## src/rtl/dsh_pkg.sv

```systemverilog
package dsh_pkg;

    localparam int RIDX_W = 5;

    typedef logic [RIDX_W-1:0] ridx_t;

    typedef enum logic [1:0] {
        SRC_RF    = 2'd0,
        SRC_EXMEM = 2'd1,
        SRC_MEMWB = 2'd2
    } src_e;

    typedef struct packed {
        logic  valid;
        logic  wen;
        logic  load;
        ridx_t dst;
    } prod_t;

    function automatic logic prod_writes(prod_t p, ridx_t r);
        return p.valid && p.wen && (p.dst != '0) && (p.dst == r);
    endfunction

    function automatic src_e pick_src(ridx_t r, prod_t near, prod_t far, logic near_load_ok);
        if (prod_writes(near, r) && (near_load_ok || !near.load))
            return SRC_EXMEM;
        if (prod_writes(far, r))
            return SRC_MEMWB;
        return SRC_RF;
    endfunction

endpackage

```

## src/rtl/dsh_src_select.sv

```systemverilog
module dsh_src_select
    import dsh_pkg::*;
#(
    parameter int NOPS         = 2,
    parameter bit NEAR_LOAD_OK = 1'b1
) (
    input  logic                     en,
    input  logic [NOPS*RIDX_W-1:0]   srcs,
    input  prod_t                    near,
    input  prod_t                    far,
    output logic [2*NOPS-1:0]        sel
);

    for (genvar i = 0; i < NOPS; i++) begin : g_op
        src_e pick;
        always_comb begin
            pick = en ? pick_src(srcs[i*RIDX_W +: RIDX_W], near, far, NEAR_LOAD_OK) : SRC_RF;
        end
        assign sel[2*i +: 2] = pick;
    end

endmodule

```

## src/rtl/dsh_interlock.sv

```systemverilog
module dsh_interlock
    import dsh_pkg::*;
(
    input  logic  id_valid,
    input  ridx_t id_rs,
    input  ridx_t id_rt,
    input  logic  use_rs,
    input  logic  use_rt,
    input  logic  is_branch,
    input  prod_t ex_p,
    input  prod_t mem_p,
    output logic  stall
);

    logic ex_rs_hit, ex_rt_hit, mem_rs_hit, mem_rt_hit;
    logic load_use, br_on_ex, br_on_mem_load;

    always_comb begin
        ex_rs_hit      = prod_writes(ex_p, id_rs);
        ex_rt_hit      = prod_writes(ex_p, id_rt);
        mem_rs_hit     = prod_writes(mem_p, id_rs);
        mem_rt_hit     = prod_writes(mem_p, id_rt);
        load_use       = ex_p.load && ((use_rs && ex_rs_hit) || (use_rt && ex_rt_hit));
        br_on_ex       = is_branch && (ex_rs_hit || ex_rt_hit);
        br_on_mem_load = is_branch && mem_p.load && (mem_rs_hit || mem_rt_hit);
        stall          = id_valid && (load_use || br_on_ex || br_on_mem_load);
    end

endmodule

```

## src/rtl/dsh_pc_gen.sv

```systemverilog
module dsh_pc_gen #(
    parameter int XLEN = 32,
    parameter int OFFW = 16,
    parameter int JTW  = 26
) (
    input  logic            clk,
    input  logic            rst,
    input  logic            hold,
    input  logic            take_br,
    input  logic            take_j,
    input  logic [OFFW-1:0] offset,
    input  logic [JTW-1:0]  jfield,
    output logic [XLEN-1:0] pc,
    output logic [XLEN-1:0] pc_next
);

    localparam int SEXT_W = XLEN - OFFW - 2;
    localparam int JHI    = XLEN - JTW - 2;
    localparam logic [XLEN-1:0] STEP = XLEN'(4);

    logic [XLEN-1:0] br_addr, j_addr;

    always_comb begin
        br_addr = pc + {{SEXT_W{offset[OFFW-1]}}, offset, 2'b00};
        j_addr  = {pc[XLEN-1 -: JHI], jfield, 2'b00};
        if (hold)
            pc_next = pc;
        else if (take_j)
            pc_next = j_addr;
        else if (take_br)
            pc_next = br_addr;
        else
            pc_next = pc + STEP;
    end

    always_ff @(posedge clk) begin
        if (rst)
            pc <= '0;
        else
            pc <= pc_next;
    end

endmodule

```

## src/rtl/dslot_hazard_ctrl.sv

```systemverilog
module dslot_hazard_ctrl
    import dsh_pkg::*;
#(
    parameter int XLEN = 32,
    parameter int OFFW = 16,
    parameter int JTW  = 26
) (
    input  logic            clk,
    input  logic            rst,
    input  logic [4:0]      id_rs,
    input  logic [4:0]      id_rt,
    input  logic            id_use_rs,
    input  logic            id_use_rt,
    input  logic            id_branch,
    input  logic            id_bne,
    input  logic            id_jump,
    input  logic [OFFW-1:0] id_offset,
    input  logic [JTW-1:0]  id_jtarget,
    input  logic [XLEN-1:0] id_rs_val,
    input  logic [XLEN-1:0] id_rt_val,
    input  logic [4:0]      ex_rs,
    input  logic [4:0]      ex_rt,
    input  logic [4:0]      ex_dst,
    input  logic            ex_wen,
    input  logic            ex_load,
    input  logic [4:0]      mem_dst,
    input  logic            mem_wen,
    input  logic            mem_load,
    input  logic [XLEN-1:0] mem_result,
    input  logic [4:0]      wb_dst,
    input  logic            wb_wen,
    input  logic [XLEN-1:0] wb_result,
    output logic [XLEN-1:0] pc,
    output logic [XLEN-1:0] pc_next,
    output logic            pc_hold,
    output logic            ifid_hold,
    output logic            idex_bubble,
    output logic [1:0]      fwd_ex_a,
    output logic [1:0]      fwd_ex_b,
    output logic [1:0]      fwd_id_a,
    output logic [1:0]      fwd_id_b
);

    logic ifid_v, idex_v, exmem_v, memwb_v;
    logic stall;
    prod_t ex_p, mem_p, wb_p;
    logic [XLEN-1:0] cmp_a, cmp_b;
    logic id_live, take_br, take_j;

    // valid chain: a stall holds decode and sends a bubble onward
    always_ff @(posedge clk) begin
        if (rst) begin
            ifid_v  <= 1'b0;
            idex_v  <= 1'b0;
            exmem_v <= 1'b0;
            memwb_v <= 1'b0;
        end else begin
            if (!stall)
                ifid_v <= 1'b1;
            idex_v  <= ifid_v && !stall;
            exmem_v <= idex_v;
            memwb_v <= exmem_v;
        end
    end

    always_comb begin
        ex_p  = '{valid: idex_v,  wen: ex_wen,  load: ex_load,  dst: ex_dst};
        mem_p = '{valid: exmem_v, wen: mem_wen, load: mem_load, dst: mem_dst};
        wb_p  = '{valid: memwb_v, wen: wb_wen,  load: 1'b0,     dst: wb_dst};
    end

    dsh_interlock u_lock (
        .id_valid  (ifid_v),
        .id_rs     (id_rs),
        .id_rt     (id_rt),
        .use_rs    (id_use_rs),
        .use_rt    (id_use_rt),
        .is_branch (id_branch),
        .ex_p      (ex_p),
        .mem_p     (mem_p),
        .stall     (stall)
    );

    dsh_src_select #(.NOPS(2), .NEAR_LOAD_OK(1'b1)) u_ex_sel (
        .en   (idex_v),
        .srcs ({ex_rt, ex_rs}),
        .near (mem_p),
        .far  (wb_p),
        .sel  ({fwd_ex_b, fwd_ex_a})
    );

    dsh_src_select #(.NOPS(2), .NEAR_LOAD_OK(1'b0)) u_id_sel (
        .en   (ifid_v),
        .srcs ({id_rt, id_rs}),
        .near (mem_p),
        .far  (wb_p),
        .sel  ({fwd_id_b, fwd_id_a})
    );

    always_comb begin
        unique case (fwd_id_a)
            SRC_EXMEM: cmp_a = mem_result;
            SRC_MEMWB: cmp_a = wb_result;
            default:   cmp_a = id_rs_val;
        endcase
        unique case (fwd_id_b)
            SRC_EXMEM: cmp_b = mem_result;
            SRC_MEMWB: cmp_b = wb_result;
            default:   cmp_b = id_rt_val;
        endcase
        id_live = ifid_v && !stall;
        take_br = id_live && id_branch && ((cmp_a == cmp_b) ^ id_bne);
        take_j  = id_live && id_jump;
    end

    dsh_pc_gen #(.XLEN(XLEN), .OFFW(OFFW), .JTW(JTW)) u_pc (
        .clk     (clk),
        .rst     (rst),
        .hold    (stall),
        .take_br (take_br),
        .take_j  (take_j),
        .offset  (id_offset),
        .jfield  (id_jtarget),
        .pc      (pc),
        .pc_next (pc_next)
    );

    assign pc_hold     = stall;
    assign ifid_hold   = stall;
    assign idex_bubble = stall;

endmodule

```

## config.mk

```make
export PLATFORM = sky130hd
export DESIGN_NAME = dslot_hazard_ctrl
export DESIGN_NICKNAME = d
export VERILOG_FILES = /design/src/rtl/dsh_pkg.sv /design/src/rtl/dsh_src_select.sv /design/src/rtl/dsh_interlock.sv /design/src/rtl/dsh_pc_gen.sv /design/src/rtl/dslot_hazard_ctrl.sv
export SDC_FILE = /design/constraint.sdc
export NUM_CORES = 1
export LEC_CHECK = 0
export BUFFER_PORTS_ARGS = -buffer_cell sky130_fd_sc_hd__buf_2
export CORE_MARGIN = 4
export CORE_UTILIZATION = 45
export DETAILED_ROUTE_END_ITERATION = 10
export PLACE_DENSITY = 0.74
export RECOVER_POWER = 100
export SYNTH_ARGS = -nofsm -noshare
export SYNTH_HDL_FRONTEND = slang
export SYNTH_SLANG_ARGS = --single-unit
```

## constraint.sdc

```tcl
create_clock -name clk -period 20.4 [get_ports clk]
set_input_delay 1.02 -clock clk [delete_from_list [all_inputs] [get_ports clk]]
set_output_delay 1.02 -clock clk [all_outputs]
set_load 0.03 [all_outputs]
```

==> results of run 1 <==
-- placed cells by master (no fill, tap or decap), types with 25 or more instances in the layout --
cell / instances
xor2_1: 27
clkbuf_1: 77
nor2b_1: 36
ha_1: 30
o22ai_1: 26
a22oi_1: 33
xnor2_1: 47
nor3_1: 25
o21ai_0: 61
inv_1: 48
nand2_1: 51
nor2_1: 32
buf_2: 217
dfxtp_1: 36
and2_1: 31
a21oi_1: 25
-- layout make-up --
cell class / instances / area [sq um]
fillers: 1374 / 5650
multi-input cells: 711 / 4990
repair buffers: 295 / 1380
flip-flops and latches: 36 / 721
well taps: 176 / 220
inverters: 49 / 184
clock buffers: 5 / 125
clock inverters: 3 / 18.8
diodes: 5 / 12.5
-- synth_stat cells (all sizes together) (22+ instances only) --
cell	n
o21ai	63
nand2	51
and2	49
inv	49
xnor2	47
dfxtp	36
nor2b	36
nor2	34
a22oi	33
ha	31
xor2	27
a21oi	26
o22ai	26
buf	25
clkbuf	25
nor3	25
nand3	22
-- state kept, by name (all words and copies together), names as in the netlist --
signal and cells:
exmem_v 1, idex_v 1, ifid_v 1, memwb_v 1, u_pc.pc 32
-- through the flow --
| step | cells | instance area (sq um) |
|---|---|---|
| after global routing | 1280 | 7650 |
| after detailed placement | 1267 | 7610 |
| final | 1280 | 7650 |
| after CTS | 1275 | 7750 |
| after global placement | 1267 | 7610 |
| after floorplan | 846 | 6140 |
-- logic make-up after synthesis --
| group | after synthesis | synth area share |
|---|---|---|
| DFF | 36 | 0.117 |
| buffers and inverters | 99 | 0.0703 |
| adders and majority gates | 32 | 0.0664 |
| AOI/OAI and AO/OA | 326 | 0.386 |
| and+or+nand+nor | 277 | 0.250 |
| muxes | 2 | 0.00346 |
| xor gates and xnor gates | 74 | 0.106 |
-- path summary, 6_finish.rpt --
path,start,endpoint,slack [ps],cells past startpoint
max reg2reg,ifid_v,u_pc.pc[30],7950,30
min reg2reg,exmem_v,memwb_v,520,1
max,mem_dst[0],pc_next[30],5400,33
min,exmem_v,memwb_v,520,1
-- power groups by stage --
stage               Combinational, W  Sequential, W  Clock [W]
finish                      0.000140      0.0000800  0.0000762
global route                0.000150      0.0000806  0.0000793
CTS                         0.000141      0.0000798  0.0000774
detailed placement          0.000140      0.0000812          0
global placement            0.000140      0.0000812          0
floorplan                  0.0000747      0.0000885          0
-- routing by layer --
metal,up-vias,GRT usage
li1,3744,-
met1,3725,0.404
met2,520,0.493
met3,85,0.0643
met4,6,0.126
met5,-,0
-- critical path, delay by kind of cell --
| family | cells | cell delay [ps] |
|---|---|---|
| xor gates and xnor gates | 2 | 270 |
| adders and majority gates | 3 | 800 |
| AOI/OAI and AO/OA | 15 | 4730 |
| buffers and inverters | 5 | 4450 |
| and+or+nand+nor | 8 | 2680 |
==> impl_metrics.yaml, run 1 <==
drt:
  wl_met1_mm: 10.5
  top_layer: "met5"
  drt_wl_total_mm: 26.1
  wl_met3_mm: 2.73
  wl_met2_mm: 11.8
  drc: 0
  drtPass1Iterations: 5
  ant_nets: 0
  drt-wirelength-per-cell_microns: 20.4
  vias: 8080
  viasPerCell: 6.31
  initialDrtViolationCount: 1020
yosys:
  netlist_top_cells_area: "dfxtp_1, xnor2_1, ha_1"
  async_flop_share: 0
  yosysWarnings: 0
  syn-cell-area_sq_mm: 0.00614
  ys.flop_type: "dfxtp_1"
  synth.net_count: 1095
  yosysTopAreaCellShare: 0.117
  synth_edf_count: 0
  postSynthAreaPerCell_sq_um: 7.26
  synth.distinct_cells: 77
  synth_cells: 846
  ys_seq_area_frac: 0.117
  synth_seq_cells: 36
  yosysTopAreaCell: "dfxtp_1"
critical_path:
  worstSetupEndpointType: "output port"
  crit_fanout: 83
  crit_required_ps: 19380
  crit_type: "in2out"
  slowest_stage: "clkbuf_1"
  critPathMaxStageDelay_ps: 2400
  start_kind: "primary input"
  arrival_ps: 13980
cts:
  cts_max_level: 2
  cts_tree: "built"
  numClockSinks: 36
  clockBufferDepth: 2
  hold_buffers: 0
  cts_root_buf: "clkbuf_16"
  clk_pin_slew_ps: 60
  numCtsBuffers: 5
  clkLatencyLatePin_ps: 280
  postCtsSetupBuffers: 0
  ctsResizeCount: 0
floorplan:
  core_area_sq_mm: 0.0133
  dieArea_sq_mm: 0.0156
  start_util: 0.462
  dieHeight_microns: 125
  die_w_microns: 125
  rows: 42
  ios: 292
sta:
  rsz0062_at_grt: "false"
  finalSetupTns_ps: 0
  hold_viol: 0
  holdWs_ps: 522
  setup_viol: 0
  slew_headroom: -1.27
  min_period_over_period: 0.735
  finalClockSkew_ps: 2.92
  worstMarginPinSlew_ps: 3410
  fmax_mhz: 66.7
  fin_ws_ps: 5400
  min_period_ps: 15000
  final_max_slew_viol_count: 84
flow_run:
  drv_cap: 1
pwr:
  p_switching_w: 0.000124
  design_power_total_w: 0.000296
  seq_power_share: 0.270
  intPower_w: 0.000172
  swShare: 0.420
  peakVddDrop_uv: 44.9
  power_density_mw_per_mm2: 38.7
  p_leak_nw: 3.35
  clock_power_share: 0.258
  power_frac_comb: 0.472
outcome:
  outcome: "finished, violations left"
  violations: "capacitance limit, slew limit"
cells_and_area:
  finish.utilization: 0.575
  syn_to_final_growth_pct: 24.6
  layout-drive-gt1-share: 0.225
  nets: 1347
grt:
  grt_max_degree: 84
  overflow: 0
  grtUsageTotal: 0.308
  grt_pass1_vias: 7580
  grt_pass1_wl_mm: 40.0
  antenna_found_initial: 8
placed_design:
  port-buffer-count: 291
  gp_congestion: 0.967
  dp_hpwl_mm: 20.8
  place_ws_ps: 8570
hold_path:
  hold_path.class: "reg2reg"
(Power assumes the default switching activity.)
==> inputs of run 2 (changes only) <==
clock period = 15 ns   (was 20.4 ns; I/O delays follow)
==> run 2 against run 1 <==
- the flow still finishes with violations (capacitance limit, slew limit)
- utilization grew 0.16 points
- setup slack lost 2300 ps
- register-to-register slack lost 2900 ps
- count of clock-buffer cells in the layout is the same
- via count is essentially flat
- global-route usage grew 0.34 points
- wire length is essentially flat
- first-iteration DRC count grew 1.9%
- largest power group unchanged
==> impl_metrics.yaml, run 2 (same netlist as run 1, synthesis figures left out) <==
sta:
  hold_viol: 0
  fmax_mhz: 84.2
  worstMarginPinSlew_ps: 1750
  finalClockSkew_ps: 6.62
  setup_viol: 0
  min_period_over_period: 0.791
  min_period_ps: 11870
  rsz0062_at_grt: "false"
  final_max_slew_viol_count: 19
  holdWs_ps: 515
  slew_headroom: -0.172
  finalSetupTns_ps: 0
grt:
  grtUsageTotal: 0.312
  grt_max_degree: 83
  overflow: 0
  antenna_found_initial: 9
  grt_pass1_vias: 7565
  grt_pass1_wl_mm: 40.6
drt:
  drt-wirelength-per-cell_microns: 20.3
  drc: 0
  viasPerCell: 6.30
  vias: 8073
  initialDrtViolationCount: 1039
  drtPass1Iterations: 6
  drt_wl_total_mm: 26.1
  ant_nets: 0
critical_path:
  start_kind: "primary input"
  critPathMaxStageDelay_ps: 1380
  arrival_ps: 11120
  crit_required_ps: 14250
  r2r-end: "u_pc.pc[30]"
  reg2reg_slack_ps: 5080
  reg2reg_from: "ifid_v"
  crit_fanout: 82
  slowest_stage: "nor3b_1"
  reg2reg_depth: 30
  crit_type: "in2out"
  worstSetupEndpointType: "output port"
cells_and_area:
  nets: 1347
  syn_to_final_growth_pct: 24.9
  finish.utilization: 0.577
  layout-drive-gt1-share: 0.225
  mostFrequentLayoutCells: "buf_2, clkbuf_1, o21ai_0, nand2_1, inv_1"
  regMostFlops: "u_pc.pc"
  final_common_cell: "buf_2"
  largest_reg_flops: 32
pwr:
  design_power_total_w: 0.000420
  clock_power_share: 0.289
  seq_power_share: 0.258
  swShare: 0.404
  power_frac_comb: 0.453
  power_density_mw_per_mm2: 54.7
  peakVddDrop_uv: 42.3
  p_leak_nw: 3.35
  p_switching_w: 0.000170
  intPower_w: 0.000250
cts:
  numClockSinks: 36
  cts_max_level: 2
  cts_tree: "built"
  clockBufferDepth: 2
  cts_root_buf: "clkbuf_16"
  postCtsSetupBuffers: 0
  clkLatencyLatePin_ps: 280
  hold_buffers: 0
  ctsResizeCount: 0
  clk_pin_slew_ps: 60
  numCtsBuffers: 5
floorplan:
  rows: 42
  core_area_sq_mm: 0.0133
  dieHeight_microns: 125
  ios: 292
  die_w_microns: 125
  dieArea_sq_mm: 0.0156
  start_util: 0.462
placed_design:
  port-buffer-count: 291
  gp_congestion: 0.975
  dp_hpwl_mm: 20.8
outcome:
  violations: "capacitance limit, slew limit"
  outcome: "finished, violations left"
hold_path:
  hold_depth: 1
  hp-start: "exmem_v"
  hold_end: "memwb_v"
  hold_path.class: "reg2reg"
flow_run:
  drv_cap: 1
-- run 2: cell type report --
| type | count | area, sq um |
|---|---|---|
| Fill cell | 1386 | 5620 |
| Multi-Input combinational cell | 711 | 4970 |
| Timing Repair Buffer | 295 | 1390 |
| Sequential cell | 36 | 721 |
| Tap cell | 176 | 220 |
| Inverter | 49 | 184 |
| Clock buffer | 5 | 125 |
| Clock inverter | 3 | 42.5 |
| Antenna cell | 7 | 17.5 |
-- run 2: how the worst max path moves through the flow --
stage          cells after the start  startpoint           to  slack [ps]
2_1_floorplan                     33  mem_dst[3]  pc_next[30]        5280
3_3_place_gp                      33  mem_dst[0]  pc_next[30]        4490
3_5_place_dp                      33  mem_dst[0]  pc_next[30]        4330
4_1_cts                           33  mem_dst[0]  pc_next[30]        4230
5_1_grt                           33  mem_dst[0]  pc_next[30]        2170
6_report                          33  mem_dst[0]  pc_next[31]        3130
-- run 2: routing by layer --
layer  track usage  wire (microns)  vias up  share of wire
met5             0              43        -         0.0016
met4         0.126            1070        6          0.041
met3        0.0639            2500       83          0.096
met2         0.496           11900      500           0.46
met1         0.411           10600     3734           0.40
li1              -               -     3750              -
-- run 2: metrics by stage --
step           cells  instance area [sq um]  worst slack [ps]
6_report        1282                   7670              3130
5_1_grt         1281                   7670              2170
3_3_place_gp    1267                   7610              4490
2_1_floorplan    846                   6140              5280
3_5_place_dp    1267                   7610              4330
4_1_cts         1275                   7780              4230
-- run 2: power by group through the flow --
stage | Combinational, W | Clock, W | Sequential [W]
2_1_floorplan | 0.000102 | 0 | 0.000120
3_3_place_gp | 0.000191 | 0 | 0.000110
3_5_place_dp | 0.000191 | 0 | 0.000110
4_1_cts | 0.000192 | 0.000122 | 0.000108
5_1_grt | 0.000204 | 0.000124 | 0.000110
6_report | 0.000190 | 0.000121 | 0.000108
-- run 2: worst max-delay path: cells and delay by family --
family / cells / cell delay (ps)
AND/OR/NAND/NOR: 9 / 3910
buffers and inverters: 4 / 970
XOR/XNOR: 1 / 180
multiplexers: 1 / 150
adder cells (fa/ha/maj): 2 / 550
AO/OA/AOI/OAI: 16 / 4530
==> inputs of run 3 (changes only) <==
ABC_AREA = 1   (was unset)
clock period = 12.2 ns   (was 15 ns; I/O delays follow)
==> run 3 against run 2 <==
- the run still ends with capacitance limit, slew limit left
- largest cell class unchanged
- clock skew is 2.5 ps lower
- first-iteration DRC count is 48% lower
- utilization is 0.24 points higher
- sequential cell count stayed put
- count of clock-buffer cells in the layout is 1 higher
- area after synthesis is 1.9% higher
- global-route usage is 2.6 points lower
- synthesized cell count is 36% higher
==> impl_metrics.yaml, run 3 <==
yosys:
  synth.net_count: 1398
  synth-adder-area-share: 0.0652
  yosys.area_share.xor_xnor: 0.0714
  yosysTopAreaCell: "nand2_1"
  yosysWarnings: 0
  synth.most_common_cell: "nand2_1"
  synth_cells: 1149
  postSynthAreaPerCell_sq_um: 5.45
  netlist_top_cells_area: "nand2_1, dfxtp_1, inv_1"
  synth_edf_count: 0
  ys.flop_type: "dfxtp_1"
  yosys.area_share.simple: 0.435
  synth_top_family_by_area: "simple AND/OR/NAND/NOR gates"
  syn-cell-area_sq_mm: 0.00626
  yosys-top-cells-count: "nand2_1, inv_1, nor2_1"
  synth_seq_cells: 36
  async_flop_share: 0
  synth.distinct_cells: 48
  synth-compound-area-share: 0.167
  yosysTopAreaCellShare: 0.217
  synth_mux_area_frac: 0
  ys_seq_area_frac: 0.115
outcome:
  violations: "capacitance limit, slew limit"
  outcome: "finished, violations left"
critical_path:
  worstSetupEndpointType: "output port"
  path_delay_family: "simple AND/OR/NAND/NOR gates"
  critPathMaxStageDelay_ps: 1290
  slowest_stage: "nand2_1"
  critPathBufInv: 5
  arrival_ps: 9290
  crit_type: "in2out"
  crit_top_cell: "nand2_1"
  crit_fanout: 34
  start_kind: "primary input"
  crit_required_ps: 11590
floorplan:
  ios: 292
  dieHeight_microns: 126
  dieArea_sq_mm: 0.0159
  die_w_microns: 126
  core_area_sq_mm: 0.0135
  rows: 42
  start_util: 0.465
flow_run:
  drv_cap: 1
cells_and_area:
  nets: 1653
  layout-drive-gt1-share: 0.181
  mostFrequentLayoutCells: "nand2_1, buf_2, inv_1, nor2_1, a21oi_1"
  regMostFlops: "u_pc.pc"
  syn_to_final_growth_pct: 24.5
  largest_reg_flops: 32
  num-fill-cells: 1472
  final_common_cell: "nand2_1"
cts:
  clkLatencyLatePin_ps: 290
  numClockSinks: 36
  hold_buffers: 0
  cts_root_buf: "clkbuf_16"
  ctsResizeCount: 0
  postCtsSetupBuffers: 0
  cts_tree: "built"
  numCtsBuffers: 5
  cts_max_level: 2
  clk_pin_slew_ps: 60
  clockBufferDepth: 2
sta:
  finalClockSkew_ps: 4.16
  rsz0062_at_grt: "false"
  min_period_ps: 9900
  fmax_mhz: 101
  min_period_over_period: 0.812
  final_max_slew_viol_count: 35
  hold_viol: 0
  slew_headroom: -0.0859
  finalSetupTns_ps: 0
  worstMarginPinSlew_ps: 1620
  setup_viol: 0
pwr:
  peakVddDrop_uv: 103
  swShare: 0.404
  clock_power_share: 0.293
  intPower_w: 0.000299
  design_power_total_w: 0.000501
  power_density_mw_per_mm2: 64.3
  power_frac_comb: 0.439
  p_switching_w: 0.000202
  seq_power_share: 0.268
  p_leak_nw: 4.35
placed_design:
  gp_congestion: 0.947
  port-buffer-count: 291
  dp_hpwl_mm: 18.9
drt:
  drtPass1Iterations: 6
  drt-wirelength-per-cell_microns: 14.9
  drc: 0
  ant_nets: 0
  drt_wl_total_mm: 23.6
  initialDrtViolationCount: 544
  viasPerCell: 5.28
  vias: 8362
grt:
  antenna_found_initial: 6
  grt_pass1_vias: 7950
  grtUsageTotal: 0.286
  grt_pass1_wl_mm: 38.3
  overflow: 0
  grt_max_degree: 43
hold_path:
  hold_path.class: "reg2reg"
## run 3: cell types whose count changed after synthesis, sizes merged, moves of 18 or more
cell	before	now
a21oi	26	84
a221o	18	0
a22oi	33	1
and2	49	0
inv	49	177
nand2	51	363
nand3	22	82
nand4	11	34
nor2	34	102
nor2b	36	0
o21ai	63	37
o221ai	21	0
o22ai	26	3
xnor2	47	18
## run 3: routing by layer
layer,share of wire,track usage,up-vias,wire length (microns)
met5,0.0017,0,-,41
met4,0.037,0.110,6,867
met2,0.47,0.491,370,11100
met3,0.082,0.0572,64,1940
li1,-,-,4214,-
met1,0.41,0.351,3708,9700
## run 3: worst paths after layout
kind,from,to,slack (ps),cells after the start
setup / recovery,mem_dst[0],pc_next[28],2300,40
hold / removal,exmem_v,memwb_v,430,2
setup reg to reg,exmem_v,u_pc.pc[28],3610,38
hold reg to reg,exmem_v,memwb_v,430,2
## run 3: per-stage QoR
step | worst slack [ps] | cells | area, sq um | hold slack [ps] | util
6_report | 2300 | 1584 | 7790 | 431 | 0.579
5_1_grt | 1400 | 1584 | 7790 | 443 | 0.579
4_1_cts | 3550 | 1581 | 7900 | 432 | 0.587
3_5_place_dp | 3560 | 1573 | 7730 | 422 | 0.575
3_3_place_gp | 3810 | 1573 | 7730 | 413 | 0.575
2_1_floorplan | 5310 | 1149 | 6260 | 403 | -
## run 3: power groups by stage
stage | combinational, W | sequential [W] | clock (W)
global route | 0.000243 | 0.000135 | 0.000154
floorplan | 0.000124 | 0.000149 | 0
detailed placement | 0.000223 | 0.000136 | 0
CTS | 0.000225 | 0.000134 | 0.000149
finish | 0.000220 | 0.000134 | 0.000147
global placement | 0.000222 | 0.000137 | 0
## run 3: cell type report
class | count | area [sq um] | share of cell area
Clock buffer | 6 | 129 | 0.0165
Tap cell | 176 | 220 | 0.0283
Multi-Input combinational cell | 885 | 4600 | 0.590
Clock inverter | 2 | 35.0 | 0.00450
Sequential cell | 36 | 721 | 0.0925
Timing Repair Buffer | 296 | 1400 | 0.180
Antenna cell | 3 | 7.51 | 0.000963
Inverter | 180 | 676 | 0.0867
## run 3: worst min-delay path, stage by stage, from the launching register on
cell,delay [ps]
dfxtp_1,300
inv_1,50
nor2_1,40
## run 3: cells by family (layout without fill, tap and decap cells)
kind of cell / Yosys count / in the layout
buffers and inverters: 228 / 484
other: 0 / 3
AO/OA/AOI/OAI: 177 / 177
adder cells (fa/ha/maj): 32 / 32
XOR/XNOR: 51 / 51
AND/OR/NAND/NOR: 625 / 625
flip-flops: 36 / 36
